==> src/rtl/adc_tad_pkg.sv <==
package adc_tad_pkg;

    typedef enum logic [1:0] {
        ST_IDLE = 2'd0,
        ST_CONV = 2'd1,
        ST_DONE = 2'd2
    } conv_state_e;

endpackage

==> src/rtl/adc_rc_sync.sv <==
module adc_rc_sync #(
    parameter int STAGES = 2
) (
    input  logic clk,
    input  logic rst_n,
    input  logic rc_in,
    output logic rise
);
    localparam int LEN = STAGES + 1;

    logic [LEN-1:0] sh;

    generate
        for (genvar g = 0; g < LEN; g++) begin : g_stage
            if (g == 0) begin : g_first
                always_ff @(posedge clk or negedge rst_n) begin
                    if (!rst_n) sh[g] <= 1'b0;
                    else        sh[g] <= rc_in;
                end
            end else begin : g_next
                always_ff @(posedge clk or negedge rst_n) begin
                    if (!rst_n) sh[g] <= 1'b0;
                    else        sh[g] <= sh[g-1];
                end
            end
        end
    endgenerate

    assign rise = sh[STAGES-1] & ~sh[STAGES];

    // a detected edge is a single-cycle event
    assert_rise_single_R8: assert property (@(posedge clk) disable iff (!rst_n)
        rise |=> !rise);

endmodule

==> src/rtl/adc_tad_div.sv <==
module adc_tad_div #(
    parameter int DIV_W = 6
) (
    input  logic             clk,
    input  logic             rst_n,
    input  logic             run,
    input  logic [DIV_W-1:0] limit,
    output logic             hit
);
    logic [DIV_W-1:0] cnt;

    always_ff @(posedge clk or negedge rst_n) begin
        if (!rst_n)            cnt <= '0;
        else if (!run)         cnt <= '0;
        else if (cnt == limit) cnt <= '0;
        else                   cnt <= cnt + 1'b1;
    end

    assign hit = run && (cnt == limit);

    // after each tick the count restarts from zero
    assert_wrap_R2: assert property (@(posedge clk) disable iff (!rst_n)
        hit |=> (cnt == '0));

    // count never passes the limit while running
    assert_bound_R2: assert property (@(posedge clk) disable iff (!rst_n)
        (run && $past(run)) |-> (cnt <= limit));

endmodule

==> src/rtl/adc_conv_fsm.sv <==
module adc_conv_fsm
    import adc_tad_pkg::*;
#(
    parameter int CONV_TADS = 14
) (
    input  logic clk,
    input  logic rst_n,
    input  logic start,
    input  logic tick,
    output logic busy,
    output logic done,
    output logic capture
);
    localparam int PCW = $clog2(CONV_TADS);
    localparam logic [PCW-1:0] LAST = PCW'(CONV_TADS - 1);

    conv_state_e      state, state_nx;
    logic [PCW-1:0]   pcnt;
    logic             last_tick;

    assign last_tick = tick && (pcnt == LAST);

    always_comb begin
        state_nx = state;
        unique case (state)
            ST_IDLE: if (start)     state_nx = ST_CONV;
            ST_CONV: if (last_tick) state_nx = ST_DONE;
            ST_DONE: state_nx = start ? ST_CONV : ST_IDLE;
            default: state_nx = ST_IDLE;
        endcase
    end

    always_ff @(posedge clk or negedge rst_n) begin
        if (!rst_n) state <= ST_IDLE;
        else        state <= state_nx;
    end

    always_ff @(posedge clk or negedge rst_n) begin
        if (!rst_n)                         pcnt <= '0;
        else if (capture)                   pcnt <= '0;
        else if (state == ST_CONV && tick)  pcnt <= last_tick ? '0 : pcnt + 1'b1;
    end

    always_comb begin
        busy    = 1'b0;
        done    = 1'b0;
        capture = 1'b0;
        unique case (state)
            ST_IDLE: capture = start;
            ST_CONV: busy    = 1'b1;
            ST_DONE: begin
                done    = 1'b1;
                capture = start;
            end
            default: ;
        endcase
    end

    // period counter stays inside the conversion length
    assert_pcnt_range_R4: assert property (@(posedge clk) disable iff (!rst_n)
        pcnt <= LAST);

    // done comes with busy low and lasts one cycle
    assert_done_idle_R5: assert property (@(posedge clk) disable iff (!rst_n)
        done |-> !busy);
    assert_done_pulse_R5: assert property (@(posedge clk) disable iff (!rst_n)
        done |=> !done);

    // a conversion begins only from a sampled start
    assert_busy_from_start_R6: assert property (@(posedge clk) disable iff (!rst_n)
        $rose(busy) |-> $past(start));

endmodule

==> src/rtl/adc_tad_gen.sv <==
module adc_tad_gen #(
    parameter int DIV_W       = 6,
    parameter int CONV_TADS   = 14,
    parameter int SYNC_STAGES = 2
) (
    input  logic             clk,
    input  logic             rst_n,
    input  logic             rc_clk,
    input  logic [DIV_W-1:0] div_set,
    input  logic             rc_sel,
    input  logic             start,
    output logic             tad_tick,
    output logic             busy,
    output logic             done
);
    logic [DIV_W-1:0] cfg_set;
    logic             cfg_rc;
    logic             capture;
    logic             rc_rise;
    logic             div_hit;
    logic             tick;

    always_ff @(posedge clk or negedge rst_n) begin
        if (!rst_n) begin
            cfg_set <= '0;
            cfg_rc  <= 1'b0;
        end else if (capture) begin
            cfg_set <= div_set;
            cfg_rc  <= rc_sel;
        end
    end

    adc_rc_sync #(.STAGES(SYNC_STAGES)) u_sync (
        .clk   (clk),
        .rst_n (rst_n),
        .rc_in (rc_clk),
        .rise  (rc_rise)
    );

    adc_tad_div #(.DIV_W(DIV_W)) u_div (
        .clk   (clk),
        .rst_n (rst_n),
        .run   (busy && !cfg_rc),
        .limit (cfg_set),
        .hit   (div_hit)
    );

    assign tick = busy && (cfg_rc ? rc_rise : div_hit);

    adc_conv_fsm #(.CONV_TADS(CONV_TADS)) u_fsm (
        .clk     (clk),
        .rst_n   (rst_n),
        .start   (start),
        .tick    (tick),
        .busy    (busy),
        .done    (done),
        .capture (capture)
    );

    assign tad_tick = tick;

    // captured configuration holds for the whole conversion
    assert_cfg_hold_R7: assert property (@(posedge clk) disable iff (!rst_n)
        (busy && $past(busy)) |-> ($stable(cfg_set) && $stable(cfg_rc)));

    // no tick outside a conversion
    assert_idle_quiet_R9: assert property (@(posedge clk) disable iff (!rst_n)
        !busy |-> !tad_tick);

endmodule

==> config.mk <==
export PLATFORM = sky130hd
export DESIGN_NAME = adc_tad_gen
export DESIGN_NICKNAME = d
export VERILOG_FILES = /design/src/rtl/adc_tad_pkg.sv /design/src/rtl/adc_rc_sync.sv /design/src/rtl/adc_tad_div.sv /design/src/rtl/adc_conv_fsm.sv /design/src/rtl/adc_tad_gen.sv
export SDC_FILE = /design/constraint.sdc
export NUM_CORES = 1
export LEC_CHECK = 0
export BUFFER_PORTS_ARGS = -buffer_cell sky130_fd_sc_hd__buf_4
export CORE_ASPECT_RATIO = 1.5
export CORE_MARGIN = 2
export CORE_UTILIZATION = 50
export CTS_CLUSTER_DIAMETER = 30
export DETAILED_ROUTE_END_ITERATION = 8
export HOLD_SLACK_MARGIN = 0.1
export PLACE_DENSITY = 0.71
export SLEW_MARGIN = 20
export SYNTH_ARGS = -nofsm -noshare
export SYNTH_HDL_FRONTEND = slang
export SYNTH_SLANG_ARGS = --single-unit
==> constraint.sdc <==
create_clock -name clk -period 2 [get_ports clk]
set_clock_uncertainty 0.1 [all_clocks]
set_input_delay 0.4 -clock clk [delete_from_list [all_inputs] [get_ports clk]]
set_output_delay 0.4 -clock clk [all_outputs]
set_load 0.02 [all_outputs]
* Word-level counts from Yosys, hierarchy flattened
Cells that the tools add are included.
Cells by class: equality and inequality tests 6, reduce and logical (&&, ||, !) cells 10, bitwise logic cells 2, muxes and demuxes 13, add/subtract/negate cells 2
Operator list (count):
- two-way mux 4 bit | 3
- two-way mux 6 bit | 2
- adder 6 x 1 -> 6 bit (second input constant) | 1
- == test 6 bit | 1
- case mux 2 bit (3 select lines) | 1
- logical AND 1 bit | 5
- two-way mux 1 bit | 5
- adder 4 x 1 -> 4 bit (second input constant) | 1
- == test 4 bit (second input constant) | 1
- two-way mux 2 bit | 2
- == test 2 x 1 -> 1 bit (second input constant) | 1
- == test 2 bit (second input constant) | 1
- logical NOT 2 bit | 1
- inequality test 2 x 1 -> 1 bit (second input constant) | 1
- inequality test 2 bit (second input constant) | 1
- AND reduction 2 bit | 1
- nonzero test 2 bit | 1
- OR reduction 2 bit | 1
- bitwise AND 1 bit | 1
- logical NOT 1 bit | 1
- inverter 1 bit | 1
Word-level totals: register bits 22, output and inout bits 3, word-level logic and storage cells 41

* Logic depth before layout (Yosys ltp)
depth after elaboration 10, depth in mapped cells 6, mapped depth without buffers 6

* Hierarchy
From an unflattened synthesis, not the netlist that was laid out.
Second synthesis, totals: cell total of the unflattened synthesis 87, area total of the unflattened synthesis 1093.5 um^2
By module, submodules not included:
- adc_tad_div | area an instance 361.6 um^2, instances 1, cells each 33, sequential area each 150.1 um^2
- adc_conv_fsm | area an instance 329.1 um^2, instances 1, cells each 32, sequential area each 150.1 um^2
- adc_tad_gen | area an instance 314.1 um^2, instances 1, cells each 18, sequential area each 175.2 um^2
- adc_rc_sync | area an instance 88.8 um^2, instances 1, cells each 4, sequential area each 75.1 um^2

* Least setup slack after synthesis
OpenSTA, ideal clock, no wires.
path type reg-to-reg, start point register u_div.cnt[2], end point register u_fsm.pcnt[3], arrival 1682 ps, period minus slack after synthesis 1881 ps, path slack 119 ps, path buffers 0, stages on the path, launching flop included 6, path through dfrtp_1 xnor2_1 nand4_1 o41ai_4 a41oi_1 a311oi_1
On the way: cells in the longest elaborated chain, start to end 8, elaborated cells on any way between the ends 10, those cells by class eq/ne: 1; mux: 4; reduce/logical: 5
RTL lines:
- from (decl) | RTL line adc_tad_div.sv:10 | logic [DIV_W-1:0] cnt;
- from (signal assigned) | RTL line adc_tad_div.sv:16 | else cnt <= cnt + 1'b1;
- == test 6 bit * | RTL line adc_tad_div.sv:19 | assign hit = run && (cnt == limit);
- logical AND 1 bit * | RTL line adc_tad_div.sv:19
- two-way mux 1 bit * | RTL line adc_tad_gen.sv:48 | assign tick = busy && (cfg_rc ? rc_rise : div_hit);
- logical AND 1 bit * | RTL line adc_tad_gen.sv:48
- named net tad_tick | RTL line adc_tad_gen.sv:12 | output logic tad_tick,
- logical AND 1 bit | RTL line adc_conv_fsm.sv:21 | assign last_tick = tick && (pcnt == LAST);
- two-way mux 4 bit (2 in a row) | RTL line adc_conv_fsm.sv:41 | else if (state == ST_CONV && tick) pcnt <= last_tick ? '0 : pcnt + 1'b1;
- two-way mux 4 bit | RTL line adc_conv_fsm.sv:40 | else if (capture) pcnt <= '0;
- to (signal assigned) | RTL line adc_conv_fsm.sv:41
- to (decl) | RTL line adc_conv_fsm.sv:18 | logic [PCW-1:0] pcnt;
Mark *: on every way through the listed nets, which the timed path passes. The rest lies on a longest branch. The select of a mux whose other input is x is not followed. A chain may end at the register's enable or synchronous reset.

* Worst setup path after layout
start point register u_div.cnt[3], end point output port tad_tick
On the way: cells in the longest elaborated chain, start to end 4
RTL lines (RTL line):
- == test 6 bit | adc_tad_div.sv:19
- logical AND 1 bit | adc_tad_div.sv:19
- two-way mux 1 bit | adc_tad_gen.sv:48
- logical AND 1 bit | adc_tad_gen.sv:48
- to (decl) | adc_tad_gen.sv:12
No other way between the ends.

==> impl_metrics.py <==
metrics = {
    "status": {
        "status": "finished with violations",
        "failed_checks": "setup timing",
    },
    "floorplan": {
        "die-height_um": 58.4,
        "start_util": 0.532,
        "rows": 19,
        "die_area_um2": 2350,
        "core_um2": 1850,
        "die_w_um": 40.3,
        "io_pins": 14,
    },
    "place": {
        "dp_hpwl_mm": 1.25,
        "portBuffers": 13,
        "pre_cts_ws_ns": 0.207,
        "gp_congestion": 0.679,
    },
    "detailed_routing": {
        "dr.pass1.iters": 3,
        "wl_mm": 1.63,
        "wl_per_cell_um": 12.9,
        "ant_nets": 0,
        "vias": 658,
        "drt_iter0_drc": 8,
        "route.detailed.drc": 0,
        "via_per_inst": 5.22,
    },
    "synth": {
        "synthTopCellsByCount": "dfrtp_1 (22), nor2_1 (12), xnor2_1 (8)",
        "ys_seq_area_frac": 0.558,
        "yosys.area.top_type_share": 0.558,
        "syn_area_per_cell_um2": 12.3,
        "synth_area_leaders": "dfrtp_1 (56%), mux2_2 (8.0%), xnor2_1 (7.1%), nor2_1 (4.6%), ha_1 (3.8%)",
        "synth-async-reset-ratio": 1.00,
        "synthesis.nets": 94,
        "synth_edf_count": 0,
        "synth_top_flop_cell": "dfrtp_1",
        "synth_top_area_cell": "dfrtp_1",
        "synth_area_um2": 986,
        "yosys_warnings": 0,
        "synth_most_common_cell": "dfrtp_1",
        "ys_types": 26,
        "ys_seq_elements": 22,
        "synthCells": 80,
    },
    "worst_setup_path": {
        "critPathRequiredTime_ns": 1.50,
        "worstPathMaxFanout": 4,
        "rrSetupSlack_ns": 0.06,
        "worst_setup_path_end_kind": "output port",
        "rr_startpoint": "u_div.cnt[3]",
        "worstSetupPathType": "reg -> out",
        "cp-start-kind": "register",
        "arrival_ns": 1.68,
        "r2r_cells": 8,
        "r2r_end": "u_fsm.pcnt[0]",
    },
    "global_route": {
        "grtUsageTotal": 0.178,
        "antenna_found_initial": 0,
        "grt_max_degree": 23,
        "grt_pass1_wl_mm": 2.86,
        "grt_pass1_vias": 650,
        "grt_overflow": 0,
    },
    "clocking": {
        "clk_pin_slew_ns": 0.12,
        "numCtsBuffers": 3,
        "ctsHtreeMaxLevel": 1,
        "cts_sinks": 22,
        "cts_tree": "done",
        "root_buffer": "clkbuf_4",
        "clockBufferDepth": 2,
        "clkLatencyLatePin_ns": 0.31,
    },
    "sta": {
        "worst_slew_pin_slew_ns": 0.436,
        "fin_ws_ns": -0.182,
        "finalSetupViolations": 1,
        "slew_headroom": 0.708,
        "rsz0062_at_grt": "yes",
        "fin_crit_ns": 2.18,
        "hold_viol": 0,
        "fmax_ghz": 0.458,
        "slew_violations": 0,
        "fin_crit_sh": 1.09,
    },
    "finish": {
        "syn2layout_area_growth_pct": 25.5,
        "fillers": 152,
        "layout.nets": 120,
        "diodes": 0,
        "drive_above_1_share": 0.333,
    },
    "min_path": {
        "hp-start": "div_set[5]",
        "hold_path_end": "cfg_set[5]",
        "worstHoldPathCells": 2,
        "min_path_type": "in -> reg",
    },
    "pwr": {
        "p_leak_nw": 0.574,
        "vdd_drop_max_v": 0.000820,
        "powerDensity_nw_per_um2": 1370,
        "design_power_total_mw": 1.69,
    },
    "flow_run": {
        "maxCapViolCount": 0,
    },
}
[worst max-delay path by stage]
stage	start	endpoint	slack [ns]	cells after the start
finish	u_div.cnt[3]	tad_tick	-0.18	4
global route	cfg_set[1]	tad_tick	-0.29	4
CTS	u_div.cnt[3]	tad_tick	-0.15	4
detailed placement	u_div.cnt[2]	tad_tick	0.21	4
global placement	u_div.cnt[2]	tad_tick	0.20	4
floorplan	u_div.cnt[2]	u_fsm.pcnt[3]	0.12	5
[per-stage QoR]
| stage | utilization | TNS, ns | cell area [um^2] | hold slack [ns] | cells |
|---|---|---|---|---|---|
| after CTS | 0.648 | -0.154 | 1200 | 0.208 | 122 |
| after global routing | 0.667 | -0.447 | 1240 | 0.209 | 126 |
| after detailed placement | 0.609 | 0 | 1130 | 0.198 | 116 |
| after global placement | 0.609 | 0 | 1130 | 0.199 | 116 |
| after floorplan | - | 0 | 986 | 0.00441 | 80 |
| final | 0.667 | -0.182 | 1240 | 0.210 | 126 |
[state kept, by name (all words and copies together) (netlist names)]
register     cells
u_sync.sh        3
u_fsm.state      2
u_fsm.pcnt       4
cfg_rc           1
u_div.cnt        6
cfg_set          6
[worst max-delay path, cell delays in order (launching register included)]
cell	delay, ns
dfrtp_1	0.45
xnor2_1	0.15
nand4_1	0.18
o41ai_4	0.38
buf_4	0.21
[timing repair]
action | CTS | global route
hold buffers | 2 | 0
resized for setup | 0 | 3
endpoints found under the setup margin | 1 | 1
buffers inserted | 0 | 4
pin swaps | 0 | 2
hold endpoints to repair | 23 | 0
[report_power, final]
part | internal, mW | switching (mW) | leakage [nW]
logic | 0.333 | 0.274 | 0.273
registers | 0.593 | 0.152 | 0.273
clock network | 0.203 | 0.137 | 0.0279
total | 1.13 | 0.563 | 0.574
[layout make-up]
cell class | count | area [um^2] | area share
clock buffers | 3 | 22.5 | 0.0182
repair buffers | 22 | 174 | 0.141
flip-flops and latches | 22 | 552 | 0.446
well taps | 21 | 26.3 | 0.0212
clock inverters | 1 | 30.0 | 0.0243
inverters | 3 | 11.3 | 0.00910
multi-input cells | 54 | 422 | 0.341
[per-layer routing]
layer | routed length [um] | part of all wire | track usage | vias to the layer above
met5 | 0 | 0 | 0 | -
met4 | 37 | 0.023 | 0.0857 | 0
met3 | 34 | 0.021 | 0.0226 | 5
met2 | 840 | 0.52 | 0.281 | 8
met1 | 717 | 0.44 | 0.235 | 321
li1 | - | - | - | 324
[kinds of logic (layout without fill, tap and decap cells)]
| family | Yosys count | in the layout | synth area share |
|---|---|---|---|
| XOR/XNOR | 10 | 10 | 0.0888 |
| flip-flops | 22 | 22 | 0.558 |
| AO/OA/AOI/OAI | 8 | 8 | 0.0825 |
| buffers and inverters | 4 | 29 | 0.0152 |
| adder cells (fa/ha/maj) | 3 | 3 | 0.0381 |
| AND/OR/NAND/NOR | 24 | 24 | 0.117 |
| multiplexers | 9 | 9 | 0.100 |
[cells in the final DEF (no fill, tap or decap), drive strengths merged]
cell type    synthesis  routed
dlygate4sd3          0       2
bufinv               0       1
nor2b                2       2
xnor2                8       8
dfrtp               22      22
and3                 1       1
xor2                 2       2
ha                   3       3
a41oi                1       1
o41ai                1       1
nand2                2       2
nand3                2       2
mux2                 7       7
buf                  0      20
nand4                1       1
o211a                1       1
a21oi                1       1
clkbuf               1       3
a31o                 1       1
and2                 1       1
mux2i                2       2
o21ai                1       1
inv                  3       3
o21bai               1       1
nor2                12      12
nand2b               1       1
a311oi               1       1
nand4b               1       1
nor3                 1       1
Note: power is estimated with default switching activity, not from simulation.
